--- config.mk ---
export PLATFORM = sky130hd
export DESIGN_NAME = sd_cmd_issuer
export DESIGN_NICKNAME = d
export VERILOG_FILES = /design/src/rtl/sd_cmd_pkg.sv /design/src/rtl/sd_cmd_framer.sv /design/src/rtl/sd_wait_timer.sv /design/src/rtl/sd_rsp_shifter.sv /design/src/rtl/sd_cmd_issuer.sv
export SDC_FILE = /design/constraint.sdc
export NUM_CORES = 1
export LEC_CHECK = 0
export ABC_AREA = 1
export BUFFER_PORTS_ARGS = -buffer_cell sky130_fd_sc_hd__buf_2
export CAP_MARGIN = 20
export CORE_MARGIN = 4
export CORE_UTILIZATION = 25
export DETAILED_ROUTE_END_ITERATION = 16
export PLACE_DENSITY = 0.42
export SYNTH_ARGS = -nofsm -noshare
export SYNTH_HDL_FRONTEND = slang
export SYNTH_SLANG_ARGS = --single-unit
--- constraint.sdc ---
create_clock -name clk -period 2.44 [get_ports clk]
set_clock_uncertainty 0.15 [all_clocks]
set_input_delay 0.122 -clock clk [delete_from_list [all_inputs] [get_ports clk]]
set_output_delay 0.122 -clock clk [all_outputs]
set_load 0.03 [all_outputs]
--- src/rtl/sd_cmd_pkg.sv ---
package sd_cmd_pkg;

  localparam int FRAME_W     = 48;
  localparam int HEAD_W      = 40;
  localparam int CRC_W       = 7;
  localparam int SHORT_RSP_W = 48;
  localparam int LONG_RSP_W  = 136;

  typedef enum logic [1:0] {
    ST_IDLE = 2'd0,
    ST_SEND = 2'd1,
    ST_WAIT = 2'd2,
    ST_CAP  = 2'd3
  } cmd_state_e;

  localparam logic [1:0] KIND_NONE  = 2'd0;
  localparam logic [1:0] KIND_SHORT = 2'd1;

  // serial CRC7, x^7 + x^3 + 1, zero start, MSB first
  function automatic logic [CRC_W-1:0] crc7_of(input logic [HEAD_W-1:0] head);
    logic [CRC_W-1:0] c;
    logic             fb;
    c = '0;
    for (int i = HEAD_W - 1; i >= 0; i--) begin
      fb = head[i] ^ c[CRC_W-1];
      c  = {c[CRC_W-2:0], 1'b0};
      if (fb) c = c ^ 7'h09;
    end
    return c;
  endfunction

  function automatic logic [FRAME_W-1:0] frame_of(input logic [5:0]  idx,
                                                  input logic [31:0] arg);
    logic [HEAD_W-1:0] head;
    head = {2'b01, idx, arg};
    return {head, crc7_of(head), 1'b1};
  endfunction

  function automatic logic [7:0] rsp_bits(input logic [1:0] kind);
    if (kind == KIND_NONE)       return 8'd0;
    else if (kind == KIND_SHORT) return 8'(SHORT_RSP_W);
    else                         return 8'(LONG_RSP_W);
  endfunction

endpackage

--- src/rtl/sd_cmd_framer.sv ---
module sd_cmd_framer
  import sd_cmd_pkg::*;
(
  input  logic [5:0]         idx_i,
  input  logic [31:0]        arg_i,
  output logic [FRAME_W-1:0] frame_o
);
  always_comb frame_o = frame_of(idx_i, arg_i);
endmodule

--- src/rtl/sd_wait_timer.sv ---
module sd_wait_timer #(
  parameter int TMO_W     = 12,
  parameter int UNIT_LOG2 = 4,
  localparam int CNT_W    = TMO_W + UNIT_LOG2
) (
  input  logic             clk,
  input  logic             rst,
  input  logic             load_i,
  input  logic [TMO_W-1:0] units_i,
  input  logic             dec_i,
  output logic             last_o
);
  logic [CNT_W-1:0] cnt_q;

  always_ff @(posedge clk) begin
    if (rst)                     cnt_q <= '0;
    else if (load_i)             cnt_q <= {units_i, {UNIT_LOG2{1'b0}}};
    else if (dec_i && cnt_q != 0) cnt_q <= cnt_q - 1'b1;
  end

  assign last_o = (cnt_q <= CNT_W'(1));

  a_r4_no_wrap: assert property (@(posedge clk) disable iff (rst)
    (!load_i && cnt_q == 0) |=> (cnt_q == 0));
endmodule

--- src/rtl/sd_rsp_shifter.sv ---
module sd_rsp_shifter #(
  parameter int RSP_W  = 136,
  parameter int WORD_W = 16,
  localparam int NWORDS = (RSP_W + WORD_W - 1) / WORD_W,
  localparam int SEL_W  = $clog2(NWORDS + 1)
) (
  input  logic              clk,
  input  logic              rst,
  input  logic              clr_i,
  input  logic              shift_i,
  input  logic              bit_i,
  input  logic [SEL_W-1:0]  sel_i,
  output logic [WORD_W-1:0] word_o
);
  logic [RSP_W-1:0]         rsp_q;
  logic [NWORDS*WORD_W-1:0] padded;
  logic [WORD_W-1:0]        words [NWORDS];

  always_ff @(posedge clk) begin
    if (rst || clr_i) rsp_q <= '0;
    else if (shift_i) rsp_q <= {rsp_q[RSP_W-2:0], bit_i};
  end

  assign padded = (NWORDS*WORD_W)'(rsp_q);

  for (genvar g = 0; g < NWORDS; g++) begin : g_word
    assign words[g] = padded[g*WORD_W +: WORD_W];
  end

  always_comb begin
    word_o = '0;
    for (int i = 0; i < NWORDS; i++)
      if (sel_i == SEL_W'(i)) word_o = words[i];
  end

  a_r6_clear_empties: assert property (@(posedge clk) disable iff (rst)
    clr_i |=> (rsp_q == '0));
endmodule

--- src/rtl/sd_cmd_issuer.sv ---
module sd_cmd_issuer
  import sd_cmd_pkg::*;
#(
  parameter int TMO_W     = 12,
  parameter int UNIT_LOG2 = 4,
  parameter int WORD_W    = 16,
  localparam int NWORDS   = (LONG_RSP_W + WORD_W - 1) / WORD_W,
  localparam int SEL_W    = $clog2(NWORDS + 1)
) (
  input  logic              clk,
  input  logic              rst,
  input  logic              fire_i,
  input  logic [5:0]        cmd_idx_i,
  input  logic [31:0]       cmd_arg_i,
  input  logic [1:0]        rsp_kind_i,
  input  logic              toggle_i,
  input  logic [TMO_W-1:0]  tmo_units_i,
  output logic              cmd_o,
  output logic              cmd_oe_o,
  input  logic              cmd_i,
  input  logic [SEL_W-1:0]  rsp_sel_i,
  output logic [WORD_W-1:0] rsp_word_o,
  output logic [15:0]       status_o
);
  localparam int BITCNT_W = $clog2(FRAME_W);

  cmd_state_e            state_q;
  logic [FRAME_W-1:0]    tx_q;
  logic [FRAME_W-1:0]    frame_w;
  logic [BITCNT_W-1:0]   bit_left_q;
  logic [7:0]            rsp_left_q;
  logic [1:0]            kind_q;
  logic                  toggle_q, ready_q, tmo_q;

  // named events
  logic fire_ok, send_done, start_seen, wait_expired, cap_done, timer_last, shift_en;

  assign fire_ok      = fire_i && (state_q == ST_IDLE);
  assign send_done    = (state_q == ST_SEND) && (bit_left_q == '0);
  assign start_seen   = (state_q == ST_WAIT) && !cmd_i;
  assign wait_expired = (state_q == ST_WAIT) && cmd_i && timer_last;
  assign cap_done     = (state_q == ST_CAP) && (rsp_left_q == 8'd1);
  assign shift_en     = start_seen || (state_q == ST_CAP);

  sd_cmd_framer u_framer (
    .idx_i   (cmd_idx_i),
    .arg_i   (cmd_arg_i),
    .frame_o (frame_w)
  );

  sd_wait_timer #(.TMO_W(TMO_W), .UNIT_LOG2(UNIT_LOG2)) u_timer (
    .clk     (clk),
    .rst     (rst),
    .load_i  (send_done),
    .units_i (tmo_units_i),
    .dec_i   (state_q == ST_WAIT),
    .last_o  (timer_last)
  );

  sd_rsp_shifter #(.RSP_W(LONG_RSP_W), .WORD_W(WORD_W)) u_rsp (
    .clk     (clk),
    .rst     (rst),
    .clr_i   (fire_ok),
    .shift_i (shift_en),
    .bit_i   (cmd_i),
    .sel_i   (rsp_sel_i),
    .word_o  (rsp_word_o)
  );

  always_ff @(posedge clk) begin
    if (rst) begin
      state_q    <= ST_IDLE;
      tx_q       <= '0;
      bit_left_q <= '0;
      rsp_left_q <= '0;
      kind_q     <= KIND_NONE;
      toggle_q   <= 1'b0;
      ready_q    <= 1'b0;
      tmo_q      <= 1'b0;
    end else begin
      unique case (state_q)
        ST_IDLE: if (fire_ok) begin
          tx_q       <= frame_w;
          bit_left_q <= BITCNT_W'(FRAME_W - 1);
          kind_q     <= rsp_kind_i;
          toggle_q   <= toggle_i;
          ready_q    <= 1'b0;
          tmo_q      <= 1'b0;
          state_q    <= ST_SEND;
        end
        ST_SEND: if (send_done) begin
          if (kind_q == KIND_NONE) begin
            ready_q <= 1'b1;
            state_q <= ST_IDLE;
          end else begin
            state_q <= ST_WAIT;
          end
        end else begin
          tx_q       <= {tx_q[FRAME_W-2:0], 1'b0};
          bit_left_q <= bit_left_q - 1'b1;
        end
        ST_WAIT: if (start_seen) begin
          rsp_left_q <= rsp_bits(kind_q) - 8'd1;
          state_q    <= ST_CAP;
        end else if (wait_expired) begin
          tmo_q   <= 1'b1;
          state_q <= ST_IDLE;
        end
        ST_CAP: if (cap_done) begin
          ready_q <= 1'b1;
          state_q <= ST_IDLE;
        end else begin
          rsp_left_q <= rsp_left_q - 8'd1;
        end
        default: state_q <= ST_IDLE;
      endcase
    end
  end

  assign cmd_oe_o = (state_q == ST_IDLE) || (state_q == ST_SEND);
  assign cmd_o    = (state_q == ST_SEND) ? tx_q[FRAME_W-1] : 1'b1;
  assign status_o = {toggle_q, 12'd0, tmo_q, ready_q, state_q == ST_IDLE};

  a_r2_fire_starts_frame: assert property (@(posedge clk) disable iff (rst)
    fire_ok |=> (cmd_oe_o && !cmd_o));
  a_r9_busy_fire_ignored: assert property (@(posedge clk) disable iff (rst)
    (fire_i && !status_o[0]) |=> $stable(status_o[15]));
  a_r10_fire_clears_flags: assert property (@(posedge clk) disable iff (rst)
    fire_ok |=> (status_o[2:1] == 2'b00));
  a_r4_release_after_frame: assert property (@(posedge clk) disable iff (rst)
    (send_done && kind_q != KIND_NONE) |=> !cmd_oe_o);
  a_r7_none_completes: assert property (@(posedge clk) disable iff (rst)
    (send_done && kind_q == KIND_NONE) |=> (status_o[1:0] == 2'b11));
  a_r5_flags_exclusive: assert property (@(posedge clk) disable iff (rst)
    !(status_o[1] && status_o[2]));
  a_r5_timeout_from_wait: assert property (@(posedge clk) disable iff (rst)
    $rose(status_o[2]) |-> $past(state_q == ST_WAIT));
  a_r6_ready_on_last_bit: assert property (@(posedge clk) disable iff (rst)
    cap_done |=> (status_o[1:0] == 2'b11));
endmodule

==> results of run 1 <==
-- logic make-up (layout without fill, tap and decap cells) --
logic type      Yosys count  after routing  share of synthesized area, %
buf+inv                 218            362                          8.03
compound gates          344            344                          17.0
xor+xnor                 19             19                          1.99
flops                   221            221                          40.2
other cells               1             12                        0.0340
simple gates            851            851                          32.0
fa+ha+maj                 7              7                         0.795
-- worst max path at each step --
stage / startpoint / to / slack [ns] / depth (start not counted)
finish: cmd_arg_i[21] / tx_q[7] / 0.21 / 17
global route: u_timer.cnt_q[1] / u_timer.cnt_q[15] / 0.003 / 12
CTS: cmd_arg_i[26] / tx_q[4] / 0.009 / 27
detailed placement: cmd_idx_i[4] / tx_q[7] / -0.20 / 20
global placement: cmd_idx_i[4] / tx_q[7] / -0.22 / 20
floorplan: state_q[1] / tx_q[6] / 0.03 / 10
-- state kept, by name (all words and copies together), names as in the netlist --
name / count
kind_q: 2
rsp_left_q: 8
toggle_q: 1
tx_q: 48
ready_q: 1
u_timer.cnt_q: 16
bit_left_q: 6
state_q: 2
tmo_q: 1
u_rsp.rsp_q: 136
-- layer usage --
metal	GRT usage, %	vias to the layer above	routed length, microns	part of all wire [%]
met2	21.8	149	14900	46
met5	0	-	0	0
li1	-	5689	-	-
met3	1.77	33	1040	3.2
met4	3.18	0	509	1.6
met1	18.9	4951	16000	49
-- synth_stat cells (7+ instances only) --
master / instances
o21ai_0: 89
nand3_1: 87
nor2_1: 68
ha_1: 7
xor2_1: 8
nand2_2: 21
nand4_1: 26
clkbuf_1: 73
a31oi_1: 50
nand3b_1: 7
xnor2_1: 7
inv_2: 19
dfxtp_1: 221
inv_1: 98
nand2_1: 616
a21oi_1: 177
buf_4: 15
buf_1: 9
a221oi_1: 10
nor3_1: 13
-- critical path: cells and delay by family --
family / cells / cell delay (ns)
simple gates: 10 / 1.13
compound gates: 1 / 0.14
buf+inv: 4 / 0.81
xor+xnor: 2 / 0.34
-- power groups by stage --
stage	Clock (mW)	Combinational, mW	Sequential [mW]
global route	4.56	6.91	4.70
floorplan	0	4.17	4.57
finish	4.23	6.06	4.62
detailed placement	0	5.73	4.68
CTS	4.39	5.84	4.61
global placement	0	5.71	4.68
-- layout make-up --
class	instances	area, sq um	area share [%]
Tap cell	585	732	5.18
Multi-Input combinational cell	1233	6040	42.8
Sequential cell	221	4420	31.3
Timing Repair Buffer	193	1530	10.8
Clock buffer	41	830	5.87
Clock inverter	10	120	0.851
Inverter	118	448	3.17
-- metrics by stage --
stage / instances / hold slack (ns) / util [%] / TNS, ns / power, mW
5_1_grt: 2401 / 0.0703 / 32.6 / 0 / 16.2
2_1_floorplan: 1672 / 0.0505 / - / 0 / 8.74
3_3_place_gp: 2289 / 0.199 / 28.3 / -0.862 / 10.4
6_report: 2401 / 0.0393 / 32.6 / 0 / 14.9
4_1_cts: 2399 / 0.173 / 31.9 / 0 / 14.8
3_5_place_dp: 2289 / 0.210 / 28.3 / -0.852 / 10.4
-- what timing repair did --
action                                  CTS  global route
gates resized for setup                   0            77
setup buffers                             0             3
endpoints found under the setup margin    0             9
endpoints found under the hold margin    80             0
hold buffers                             59             0
==> impl_metrics.tcl, run 1 <==
set metrics [dict create \
    status "finished, final reports clean" \
    relSlewSlack_pct 57.9 \
    grt_antenna_before_repair 0 \
    ioPinCount 95 \
    cts_max_level 1 \
    syn_to_final_growth_pct 28.2 \
    dpl_cell_area_sq_mm 0.0123 \
    intPower_mw 8.93 \
    drt_iter0_drc 705 \
    worst_slack_ns 0.212 \
    synth_area_sq_mm 0.0110 \
    hold_end "tx_q[32]" \
    synth_ff_type "dfxtp_1" \
    die_y_microns 218 \
    clk_path_buf_depth 3 \
    cts_tree "yes" \
    ff2ff_path_depth 11 \
    clockPowerShare_pct 28.4 \
    synth_area_leaders "dfxtp_1 40%, nand2_1 21%, a21oi_1 8.0%, o21ai_0 4.0%, nand3_1 4.0%" \
    syn_avg_cell_area_sq_um 6.63 \
    drive_gt1_share_pct 16.4 \
    synth_top_area_cell "dfxtp_1" \
    cap_viol_max_count 0 \
    crit_type "input pin to flop" \
    grt_max_degree 135 \
    final_cell_mix "578 x nand2_1, 221 x dfxtp_1, 176 x a21oi_1" \
    start_util_pct 25.4 \
    crit_chain "dlygate4sd3_1 -> buf_2 -> nand3b_1 -> nand2_4 -> xor2_4 -> nand2_2 -> nand2_1 -> nand2_4 -> nand2_4 -> inv_2 -> nand2_2 -> nand4_1 -> nand2_2 -> buf_6 -> xor2_1 -> nand2_1 -> a21oi_2" \
    cp.required_ns 2.77 \
    gp_congestion 0.784 \
    p_switching_mw 5.98 \
    chipWidth_microns 218 \
    cp_slowest_cell "dlygate4sd3_1" \
    grt_pass1_vias 10405 \
    ys_types 42 \
    hold_violations 0 \
    routedWlPerCell_microns 13.5 \
    clk_latency_ns 0.56 \
    ys_warn_count 0 \
    rows 76 \
    cp_max_fo 4 \
    core-area_sq_mm 0.0434 \
    grt_pass1_wl_microns 53600 \
    max_slew.worst_pin.slew_ns 0.631 \
    ys_seq_elements 221 \
    syn_inst 1661 \
    async_reset_ff_share_pct 0 \
    cts.sinks 221 \
    cellLeakagePower_nw 5.79 \
    grt_setup_unrepaired "false" \
    worst_ir_drop_vdd_mv 0.811 \
    crit_arrival_ns 2.56 \
    pwr-share-seq_pct 31.0 \
    start_kind "input pin" \
    root_buffer "clkbuf_16" \
    vias_per_cell 4.51 \
    grt_overflow 0 \
    min_path_cells 5 \
    yosysTopAreaCellShare_pct 40.2 \
    ant_nets 0 \
    dpl_worst_slack_ns -0.197 \
    regToRegStartpoint "u_timer.cnt_q[6]" \
    yosysSeqAreaShare_pct 40.2 \
    hold_path.class "input pin to flop" \
    cts.reportedPaths.clkPinSlew_ns 0.06 \
    die-area_sq_mm 0.0475 \
    end_kind "flop" \
    r2r_end "u_timer.cnt_q[6]" \
    place_hpwl_microns 21500 \
    period_share_pct 91.3 \
    layout_commonest_cell "nand2_1" \
    port-buffer-count 82 \
    switching_share_pct 40.1 \
    ff2ff_setup_slack_ns 0.27 \
    hp-start "cmd_arg_i[24]" \
    drt_pass1_iterations 5 \
    drt-total-wl_microns 32500 \
    drv_slew 0 \
    slowest_delay_ns 0.53 \
    remaining_drc_errors 0 \
    period_needed_ns 2.23 \
    comb_power_share_pct 40.6 \
    fmax_ghz 0.449 \
    grt_usage_pct 13.4 \
    cts_buffers 28 \
    p_per_area_mw_per_mm2 1060 \
    diodes 0 \
    setup_viol_count_final 0 \
    final_cell_area_sq_mm 0.0141 \
    vias 10822 \
    synth_edf_count 0 \
    finalNetCount 1863 \
    fillerInstances 4816 \
]
Power figures use the tool's default switching activity.
==> run 2, diff against run 1 <==
- CORE_UTILIZATION: 25 -> 30
- PLACE_DENSITY: 0.42 -> 0.48
- SYNTH_HIERARCHICAL: default -> 1
==> run 2 against run 1 <==
  * Largest power group unchanged
  * Global-route usage increased by 1.2 points
  * Combinational power decreased by 20%
  * Cell count increased by 6.7%
  * Fmax increased by 0.65%
  * Sequential share of layout area decreased by 0.94 points
  * Routed wire length increased by 2.0%
==> impl_metrics.tcl, run 2 <==
set metrics [dict create \
    drive_gt1_share_pct 14.7 \
    cts_tree "yes" \
    ioPinCount 95 \
    pwr-share-seq_pct 33.6 \
    regToRegStartpoint "state_q[0]" \
    synth-xor-area-share_pct 0.922 \
    period_needed_ns 2.21 \
    slowest_delay_ns 0.42 \
    die_y_microns 210 \
    crit_top_cell "inv_2" \
    grt_pass1_vias 10958 \
    syn_avg_cell_area_sq_um 6.30 \
    rows 73 \
    relSlewSlack_pct 45.2 \
    crit_chain "inv_2 -> nor2_4 -> inv_2 -> buf_4 -> or2_1 -> buf_2" \
    synth_area_sq_mm 0.0122 \
    intPower_mw 8.23 \
    cap_viol_max_count 0 \
    ant_nets 0 \
    place_hpwl_microns 22400 \
    start_kind "flop" \
    grt_busiest_layer "met2" \
    cts_max_level 1 \
    die-area_sq_mm 0.0440 \
    use_met1_pct 20.6 \
    largest_reg_flops 136 \
    critPathLaunch "state_q[0]" \
    cts.sinks 221 \
    syn_to_final_growth_pct 19.2 \
    cp_top_family "buffers and inverters" \
    registers.top_by_ff_count "u_rsp/rsp_q" \
    r2r_end "u_rsp/rsp_q[54]" \
    period_share_pct 90.7 \
    diodes 0 \
    gp_congestion 0.806 \
    port-buffer-count 82 \
    max_slew.worst_pin.slew_ns 0.822 \
    final_cell_mix "644 x nand2_1, 241 x nor2_1, 221 x dfxtp_1" \
    finalNetCount 2084 \
    dpl_worst_slack_ns -0.310 \
    grtUsageMet3_pct 2.32 \
    drt_iter0_drc 657 \
    syn_inst 1939 \
    core-area_sq_mm 0.0400 \
    clockPowerShare_pct 30.1 \
    grt_max_degree 85 \
    synthSimpleGateAreaFrac_pct 39.5 \
    remaining_drc_errors 0 \
    routedWlPerCell_microns 12.9 \
    crit_arrival_ns 1.94 \
    cp_max_fo 25 \
    setup_viol_count_final 0 \
    cp_slowest_cell "dfxtp_1" \
    p_switching_mw 5.15 \
    synth_fa_ha_area_share_pct 0.717 \
    crit_type "flop to output pin" \
    ys_types 40 \
    drt-total-wl_microns 33200 \
    synthMuxAreaShare_pct 0 \
    switching_share_pct 38.5 \
    ff2ff_path_depth 7 \
    hold_path.class "input pin to flop" \
    worst_ir_drop_vdd_mv 0.566 \
    ys_seq_elements 221 \
    synth-compound-area-share_pct 10.9 \
    grt_usage_pct 14.6 \
    grtUsageMet2_pct 23.8 \
    hold_violations 0 \
    top_regs "u_rsp/rsp_q: 136 flops, tx_q: 48 flops, u_timer/cnt_q: 16 flops" \
    crit_buf_inv 4 \
    grt_setup_unrepaired "false" \
    grt_antenna_before_repair 1 \
    vias 11627 \
    chipWidth_microns 210 \
    ys_warn_count 6 \
    cellLeakagePower_nw 6.45 \
    yosysMostFrequentCell "nand2_1" \
    synth_top_family_by_area "simple AND/OR/NAND/NOR gates" \
    drt_pass1_iterations 5 \
    vias_per_cell 4.54 \
    grt_overflow 0 \
    clk_latency_ns 0.56 \
    grt_pass1_wl_microns 55400 \
    cts.reportedPaths.clkPinSlew_ns 0.06 \
    cp.required_ns 2.17 \
    synth_edf_count 0 \
    crit_cells 6 \
    yosysTopAreaCellShare_pct 36.2 \
    cts_buffers 27 \
    synth_area_leaders "dfxtp_1 36%, nand2_1 21%, nor2_1 7.4%, nand3_1 5.5%, a21oi_1 5.5%" \
    end_kind "output pin" \
    synth_ff_type "dfxtp_1" \
    yosysSeqAreaShare_pct 36.2 \
    netlist_top_cells_count "673 x nand2_1, 242 x nor2_1, 221 x dfxtp_1, 138 x inv_1, 135 x nand3_1" \
    start_util_pct 30.5 \
    fmax_ghz 0.452 \
    clk_path_buf_depth 3 \
    root_buffer "clkbuf_16" \
    async_reset_ff_share_pct 0 \
    ff2ff_setup_slack_ns 0.23 \
    drv_slew 0 \
    layout_commonest_cell "nand2_1" \
    synth_top_area_cell "dfxtp_1" \
    p_per_area_mw_per_mm2 919 \
    worst_slack_ns 0.226 \
    status "finished, final reports clean" \
    fillerInstances 4392 \
    fin_setup_tns_ns 0 \
    crit_end "cmd_o" \
    comb_power_share_pct 36.4 \
]
run 2: cells by family after synthesis:
| family | Yosys count |
|---|---|
| flip-flops | 221 |
| AO/OA/AOI/OAI | 243 |
| adder cells (fa/ha/maj) | 7 |
| buffers and inverters | 299 |
| AND/OR/NAND/NOR | 1154 |
| other | 3 |
| XOR/XNOR | 12 |
run 2: final cells by class:
type	count	area, sq um	share of cell area (%)
multi-input combinational	1431	6650	45.7
sequential	221	4420	30.4
timing repair buffer	178	1340	9.20
clock buffer	36	779	5.35
tap	525	657	4.51
inverter	157	591	4.06
clock inverter	14	121	0.834
run 2: how the worst min path moves through the flow:
stage,start,to,slack (ns),depth (start not counted)
2_1_floorplan,cmd_i,u_rsp/rsp_q[0],0.12,2
3_3_place_gp,rst,rsp_left_q[3],0.26,2
3_5_place_dp,rst,tx_q[0],0.26,2
4_1_cts,rst,rsp_left_q[3],0.22,3
5_1_grt,rst,tx_q[0],0.22,3
6_report,rst,rsp_left_q[3],0.24,3
run 2: tightest hold or removal path, cell delays in order:
cell           delay, ns
dlygate4sd3_1       0.52
buf_2               0.19
a21oi_1             0.05
run 2: power by group through the flow:
stage	registers (mW)	clock network [mW]	logic, mW
4_1_cts	4.49	4.16	4.73
5_1_grt	4.56	4.32	5.60
6_report	4.49	4.02	4.87
3_5_place_dp	4.56	0	4.64
3_3_place_gp	4.55	0	4.61
2_1_floorplan	4.47	0	3.74
run 2: routing by layer:
metal  vias up  part of all wire, %  wire, microns
met2       137                   45          15000
met1      5255                   49          16300
met4         2                  1.9            623
met5         -                0.039             13
met3        45                  3.4           1130
li1       6188                    -              -
run 2: what timing repair did:
item | in CTS | in global routing
endpoints found under the setup margin | 0 | 7
buffers inserted | 0 | 2
resized for setup | 0 | 56
hold buffers | 56 | 2
endpoints found under the hold margin | 65 | 2
run 2: through the flow:
stage	hold slack [ns]	power [mW]	utilization (%)	instances	instance area, sq um
5_1_grt	0.225	14.5	36.4	2562	14600
3_3_place_gp	0.256	9.16	32.1	2455	12800
6_report	0.241	13.4	36.4	2562	14600
2_1_floorplan	0.121	8.21	-	1951	12300
3_5_place_dp	0.258	9.20	32.1	2455	12800
4_1_cts	0.219	13.4	35.8	2561	14300
